===== src/rtl/mst_pkg.sv =====
// Package: shared definitions for the MDIO presence/link tracker.
// Assumes a single-bit register address space holding two vectors.
package mst_pkg;
    typedef enum logic {
        REG_PRESENCE = 1'b0,
        REG_LINK     = 1'b1
    } mst_reg_e;
endpackage


===== src/rtl/mst_pin_sync.sv =====
// Module: multi-stage synchronizer for one asynchronous link pin.
// Assumes the pin is quasi-static relative to clk; resets to low.
module mst_pin_sync #(
    parameter int STAGES = 2
) (
    input  logic clk,
    input  logic rst_n,
    input  logic pin_async,
    output logic pin_sync
);
    logic [STAGES-1:0] chain_q;

    // Shift the pin level through the flop chain.
    always_ff @(posedge clk) begin
        if (!rst_n) chain_q <= '0;
        else        chain_q <= {chain_q[STAGES-2:0], pin_async};
    end

    assign pin_sync = chain_q[STAGES-1];
endmodule


===== src/rtl/mst_presence_vec.sv =====
// Module: presence vector, one bit per PHY address.
// Assumes at most one completion per cycle; the completion outranks a
// same-cycle write-one-to-clear for its own bit.
module mst_presence_vec #(
    parameter int N  = 32,
    parameter int AW = 5
) (
    input  logic          clk,
    input  logic          rst_n,
    input  logic          txn_done,
    input  logic [AW-1:0] txn_phy,
    input  logic          txn_ack,
    input  logic          clr_en,
    input  logic [N-1:0]  clr_mask,
    output logic [N-1:0]  presence_q
);
    logic [N-1:0] presence_d;

    // Apply the clear mask first, then let the completion overwrite its bit.
    always_comb begin
        presence_d = presence_q;
        if (clr_en)   presence_d = presence_d & ~clr_mask;
        if (txn_done) presence_d[txn_phy] = txn_ack;
    end

    // Register the vector.
    always_ff @(posedge clk) begin
        if (!rst_n) presence_q <= '0;
        else        presence_q <= presence_d;
    end

    assert_presence_follows_ack_R2: assert property (@(posedge clk) disable iff (!rst_n)
        txn_done |=> presence_q[$past(txn_phy)] == $past(txn_ack));

    assert_w1c_clears_R4: assert property (@(posedge clk) disable iff (!rst_n)
        (clr_en && !txn_done) |=> ((presence_q & $past(clr_mask)) == '0));

    assert_idle_stable_R4: assert property (@(posedge clk) disable iff (!rst_n)
        (!clr_en && !txn_done) |=> $stable(presence_q));
endmodule


===== src/rtl/mst_link_vec.sv =====
// Module: link vector, one bit per PHY address.
// Assumes at most one completion per cycle. Pin-driven slots override
// MDIO status reads, and a higher slot index overrides a lower one.
module mst_link_vec #(
    parameter int N     = 32,
    parameter int AW    = 5,
    parameter int SLOTS = 2
) (
    input  logic                      clk,
    input  logic                      rst_n,
    input  logic                      txn_done,
    input  logic                      txn_is_status_rd,
    input  logic                      txn_ack,
    input  logic                      txn_link_up,
    input  logic [AW-1:0]             txn_phy,
    input  logic [SLOTS-1:0][AW-1:0]  slot_phy,
    input  logic [SLOTS-1:0]          slot_en,
    input  logic [SLOTS-1:0]          slot_lvl,
    output logic [N-1:0]              link_q
);
    logic [N-1:0] link_d;

    // MDIO status-read result first, then pin slots in ascending priority.
    always_comb begin
        link_d = link_q;
        if (txn_done && txn_is_status_rd) link_d[txn_phy] = txn_ack & txn_link_up;
        for (int k = 0; k < SLOTS; k++) begin
            if (slot_en[k]) link_d[slot_phy[k]] = slot_lvl[k];
        end
    end

    // Register the vector.
    always_ff @(posedge clk) begin
        if (!rst_n) link_q <= '0;
        else        link_q <= link_d;
    end

    assert_link_ack_and_up_R6: assert property (@(posedge clk) disable iff (!rst_n)
        (txn_done && txn_is_status_rd && slot_en == '0)
        |=> link_q[$past(txn_phy)] == ($past(txn_ack) && $past(txn_link_up)));

    assert_non_status_keeps_link_R5: assert property (@(posedge clk) disable iff (!rst_n)
        (!(txn_done && txn_is_status_rd) && slot_en == '0) |=> $stable(link_q));

    assert_top_slot_wins_R11: assert property (@(posedge clk) disable iff (!rst_n)
        slot_en[SLOTS-1] |=> link_q[$past(slot_phy[SLOTS-1])] == $past(slot_lvl[SLOTS-1]));
endmodule


===== src/rtl/mst_reg_port.sv =====
// Module: register port decode and registered read mux.
// Assumes one-cycle read latency; reads have no side effects.
module mst_reg_port
    import mst_pkg::*;
#(
    parameter int N = 32
) (
    input  logic         clk,
    input  logic         rst_n,
    input  logic         reg_wr,
    input  logic         reg_rd,
    input  logic         reg_addr,
    input  logic [N-1:0] presence_q,
    input  logic [N-1:0] link_q,
    output logic         presence_clr_en,
    output logic [N-1:0] reg_rdata,
    output logic         reg_rvalid
);
    // Only the presence vector accepts writes; link writes are dropped.
    assign presence_clr_en = reg_wr && (mst_reg_e'(reg_addr) == REG_PRESENCE);

    // Capture the selected vector and raise valid one cycle after the strobe.
    always_ff @(posedge clk) begin
        if (!rst_n) begin
            reg_rdata  <= '0;
            reg_rvalid <= 1'b0;
        end else begin
            reg_rvalid <= reg_rd;
            if (reg_rd) reg_rdata <= (mst_reg_e'(reg_addr) == REG_LINK) ? link_q : presence_q;
        end
    end

    assert_rvalid_latency_R10: assert property (@(posedge clk) disable iff (!rst_n)
        reg_rd |=> reg_rvalid);

    assert_rvalid_only_after_rd_R10: assert property (@(posedge clk) disable iff (!rst_n)
        !reg_rd |=> !reg_rvalid);
endmodule


===== src/rtl/mdio_status_tracker.sv =====
// Module: top of the MDIO PHY presence and link tracker.
// Assumes the MDIO engine issues at most one completion pulse per cycle
// and that link pins are asynchronous to clk.
module mdio_status_tracker #(
    parameter int PHY_CNT     = 32,
    parameter int SLOT_CNT    = 2,
    parameter int SYNC_STAGES = 2,
    localparam int PHY_AW     = $clog2(PHY_CNT)
) (
    input  logic                          clk,
    input  logic                          rst_n,
    input  logic                          txn_done,
    input  logic [PHY_AW-1:0]             txn_phy,
    input  logic                          txn_is_status_rd,
    input  logic                          txn_ack,
    input  logic                          txn_link_up,
    input  logic [SLOT_CNT-1:0][PHY_AW-1:0] slot_phy,
    input  logic [SLOT_CNT-1:0]           slot_pin_en,
    input  logic [SLOT_CNT-1:0]           link_pin,
    input  logic                          reg_wr,
    input  logic                          reg_rd,
    input  logic                          reg_addr,
    input  logic [PHY_CNT-1:0]            reg_wdata,
    output logic [PHY_CNT-1:0]            reg_rdata,
    output logic                          reg_rvalid
);
    logic [PHY_CNT-1:0]  presence_q;
    logic [PHY_CNT-1:0]  link_q;
    logic [SLOT_CNT-1:0] pin_lvl;
    logic                presence_clr_en;

    for (genvar k = 0; k < SLOT_CNT; k++) begin : g_sync
        mst_pin_sync #(.STAGES(SYNC_STAGES)) u_sync (
            .clk       (clk),
            .rst_n     (rst_n),
            .pin_async (link_pin[k]),
            .pin_sync  (pin_lvl[k])
        );
    end

    mst_presence_vec #(.N(PHY_CNT), .AW(PHY_AW)) u_presence (
        .clk        (clk),
        .rst_n      (rst_n),
        .txn_done   (txn_done),
        .txn_phy    (txn_phy),
        .txn_ack    (txn_ack),
        .clr_en     (presence_clr_en),
        .clr_mask   (reg_wdata),
        .presence_q (presence_q)
    );

    mst_link_vec #(.N(PHY_CNT), .AW(PHY_AW), .SLOTS(SLOT_CNT)) u_link (
        .clk              (clk),
        .rst_n            (rst_n),
        .txn_done         (txn_done),
        .txn_is_status_rd (txn_is_status_rd),
        .txn_ack          (txn_ack),
        .txn_link_up      (txn_link_up),
        .txn_phy          (txn_phy),
        .slot_phy         (slot_phy),
        .slot_en          (slot_pin_en),
        .slot_lvl         (pin_lvl),
        .link_q           (link_q)
    );

    mst_reg_port #(.N(PHY_CNT)) u_regs (
        .clk             (clk),
        .rst_n           (rst_n),
        .reg_wr          (reg_wr),
        .reg_rd          (reg_rd),
        .reg_addr        (reg_addr),
        .presence_q      (presence_q),
        .link_q          (link_q),
        .presence_clr_en (presence_clr_en),
        .reg_rdata       (reg_rdata),
        .reg_rvalid      (reg_rvalid)
    );

    assert_link_write_ignored_R7: assert property (@(posedge clk) disable iff (!rst_n)
        (reg_wr && reg_addr && !txn_done && slot_pin_en == '0)
        |=> ($stable(link_q) && $stable(presence_q)));

    assert_any_txn_updates_presence_R3: assert property (@(posedge clk) disable iff (!rst_n)
        (txn_done && !txn_is_status_rd) |=> presence_q[$past(txn_phy)] == $past(txn_ack));

    assert_reset_clears_R1: assert property (@(posedge clk)
        !rst_n |=> (presence_q == '0 && link_q == '0 && !reg_rvalid));
endmodule


===== config.mk =====
export PLATFORM = sky130hd
export DESIGN_NAME = mdio_status_tracker
export DESIGN_NICKNAME = d
export VERILOG_FILES = /design/src/rtl/mst_pkg.sv /design/src/rtl/mst_pin_sync.sv /design/src/rtl/mst_presence_vec.sv /design/src/rtl/mst_link_vec.sv /design/src/rtl/mst_reg_port.sv /design/src/rtl/mdio_status_tracker.sv
export SDC_FILE = /design/constraint.sdc
export NUM_CORES = 1
export LEC_CHECK = 0
export BUFFER_PORTS_ARGS = -buffer_cell sky130_fd_sc_hd__buf_2
export CORE_UTILIZATION = 55
export CTS_CLUSTER_SIZE = 20
export DETAILED_ROUTE_END_ITERATION = 7
export PLACE_DENSITY = 0.77
export SYNTH_ARGS = -nofsm -noshare
export SYNTH_HDL_FRONTEND = slang
export SYNTH_HIERARCHICAL = 1
export SYNTH_SLANG_ARGS = --single-unit

===== constraint.sdc =====
create_clock -name clk -period 1.8 [get_ports clk]
set_input_delay 0.18 -clock clk [delete_from_list [all_inputs] [get_ports clk]]
set_output_delay 0.18 -clock clk [all_outputs]
set_load 0.05 [all_outputs]

==> impl_metrics.json <==
{
  "cts.clk_slew.worst_paths_ns": 0.10,
  "area_growth_pct": 11.3,
  "cts_tree": "built",
  "synth-edff-count": 0,
  "port-buffer-count": 92,
  "fillers": 881,
  "hold_viol": 0,
  "synthTopCellsByArea": "dfxtp_1 (36%), mux2i_1 (14%), a21oi_1 (8.5%)",
  "crit_chain": "nand4_1 > nor2_1 > a21oi_1 > a21oi_1",
  "finalPower_mw": 4.54,
  "htreeDepth": 3,
  "antenna_cells": 0,
  "die_area_um2": 10700,
  "drt-total-wl_um": 16000,
  "power_density_nw_per_um2": 722,
  "synth_xor_area_frac": 0,
  "tightest_slew_ns": 1.18,
  "clockBufferDepth": 2,
  "synth_top_area_frac": 0.358,
  "die_y_um": 103,
  "synth_compound_area_frac": 0.230,
  "cts_root_buffer": "clkbuf_8",
  "netlist_top_cells_count": "dfxtp_1 (101), a21oi_1 (96), mux2i_1 (80), nand2_1 (66), nor2_1 (49)",
  "finalSetupTns_ns": 0,
  "avgRoutedWirePerCell_um": 18.4,
  "ys.warnings.count": 6,
  "final_util": 0.638,
  "synth_cell_types": 38,
  "syn_area_per_cell_um2": 8.39,
  "critical-path-max-stage-delay_ns": 0.52,
  "syn_area_um2": 5650,
  "grt_overflow": 0,
  "drtAntennaViolNets": 0,
  "synthFlopType": "dfxtp_1",
  "synth_top_family_by_area": "compound AO/OA/AOI/OAI gates",
  "via_per_inst": 6.24,
  "synth_nets": 734,
  "crit_buf_inv": 0,
  "ctsResizeCount": 0,
  "nets": 792,
  "endpoint_kind": "flop",
  "path_max_fanout": 8,
  "syn_inst": 674,
  "grt_util_all_layers": 0.300,
  "dr.pass1.iters": 6,
  "routabilityCongestion": 0.892,
  "drv_slew": 0,
  "maxCapViolCount": 0,
  "synth_fa_ha_area_frac": 0,
  "drive_gt1_frac": 0.186,
  "rsz0062_at_grt": "false",
  "pin_count": 93,
  "stdcell_count": 870,
  "core_area_um2": 9860,
  "dp.cells": 852,
  "multi_input_area_um2": 3300,
  "synthSimpleGateAreaFrac": 0.212,
  "ctsHoldBuffers": 2,
  "worst_path_most_repeated_cell": "a21oi_1",
  "synth.most_common_cell": "dfxtp_1",
  "regArea_um2": 2020,
  "drc": 0,
  "synth_largest_area_cell": "dfxtp_1",
  "start_util": 0.573,
  "leakagePower_nw": 2.47,
  "cp-start-kind": "flop",
  "critical_path_class": "flop to flop",
  "min_path_type": "input pin to flop",
  "die_w_um": 103,
  "synth.mux.area_fraction": 0.142,
  "antenna_found_initial": 0,
  "clkLatencyLatePin_ns": 0.39,
  "min_period_over_period": 0.877,
  "clock-sinks": 101,
  "cts_setup_buffers": 0,
  "outcome": "finished clean",
  "grt_max_degree": 43,
  "setup_violations": 0,
  "worst_clock_skew_ns": 0.00986,
  "irDropWorstVdd_mv": 0.381,
  "fmax_ghz": 0.634,
  "grt_pass1_wl_um": 24000,
  "synthArstFlopShare": 0,
  "dp_hpwl_um": 11200,
  "ys_seq_elements": 101,
  "rows": 36,
  "required_ns": 2.13,
  "crit_family": "simple AND/OR/NAND/NOR gates",
  "max_slew_margin": 0.212,
  "seq_area_frac_synth": 0.358,
  "cp.arrival_ns": 1.91,
  "fin_crit_ns": 1.58,
  "numCtsBuffers": 9,
  "drt-initial-drc-count": 525,
  "crit_slowest_cell": "nand4_1",
  "dr_total_vias": 5431,
  "first_global_vias": 4705
}
==> tightest hold or removal path, cell delays in order <==
cell,delay (ns)
buf_2,0.07
nand2_1,0.04
nand3_1,0.07
mux2i_1,0.06
==> path summary, 6_finish.rpt <==
| path | to | startpoint | slack [ns] | depth (start not counted) |
|---|---|---|---|---|
| max | u_link/link_q[7] | g_sync[1].u_sync/chain_q[1] | 0.22 | 4 |
| min | u_presence/presence_q[9] | reg_wdata[9] | 0.07 | 4 |
| max reg2reg | u_link/link_q[7] | g_sync[1].u_sync/chain_q[1] | 0.22 | 4 |
| min reg2reg | g_sync[0].u_sync/chain_q[1] | g_sync[0].u_sync/chain_q[0] | 0.44 | 1 |
==> registers in the layout (all words and copies together) (netlist names) <==
register	count
u_link/link_q	32
u_presence/presence_q	32
g_sync.u_sync/chain_q	4
u_regs/reg_rvalid	1
u_regs/reg_rdata	32
==> power breakdown <==
part / total [mW] / leakage, nW / internal, mW / switching [mW]
Clock: 1.49 / 0.0935 / 0.655 / 0.835
Sequential: 2.32 / 0.821 / 2.29 / 0.0334
Combinational: 0.730 / 1.56 / 0.224 / 0.506
==> layer usage <==
metal,routed length (µm),track usage,vias up,share of wire
li1,-,-,2602,-
met1,7370,0.435,2522,0.46
met2,6970,0.439,270,0.43
met3,1370,0.0598,37,0.085
met4,332,0.111,0,0.021
met5,0,0,-,0
==> final cells by class <==
| type | count | share of cell area |
|---|---|---|
| multi-input cells | 513 | 0.525 |
| clock buffers | 10 | 0.0203 |
| well taps | 133 | 0.0264 |
| repair buffers | 107 | 0.0958 |
| flip-flops and latches | 101 | 0.321 |
| clock inverters | 6 | 0.0113 |
==> placed cells by master (no fill, tap or decap), types with 3 or more instances in the layout <==
| cell type | n |
|---|---|
| a21oi_1 | 96 |
| a22oi_1 | 32 |
| and2_1 | 6 |
| and3_1 | 5 |
| and3b_1 | 11 |
| and4b_1 | 3 |
| buf_2 | 92 |
| buf_4 | 11 |
| clkbuf_8 | 9 |
| dfxtp_1 | 101 |
| mux2i_1 | 80 |
| nand2_1 | 66 |
| nand3_1 | 20 |
| nand3b_1 | 11 |
| nor2_1 | 49 |
| nor3_1 | 3 |
| nor3b_1 | 4 |
| nor3b_2 | 11 |
| o2111ai_1 | 16 |
| o21ai_0 | 36 |
| o21ai_1 | 28 |
| o31ai_1 | 16 |
| or3b_1 | 4 |
==> kinds of logic (layout without fill, tap and decap cells) <==
| logic type | Yosys count | after routing |
|---|---|---|
| flops | 101 | 101 |
| buf+inv | 60 | 123 |
| simple gates | 209 | 209 |
| compound gates | 224 | 224 |
| mux | 80 | 80 |
==> per-stage QoR <==
stage	hold slack, ns	setup slack (ns)	area [µm²]
floorplan	0.302	0.467	5650
global placement	0.385	0.261	6070
detailed placement	0.386	0.207	6070
CTS	0.0724	0.311	6290
global route	0.0843	0.198	6290
finish	0.0746	0.222	6290
(Power assumes the default switching activity.)
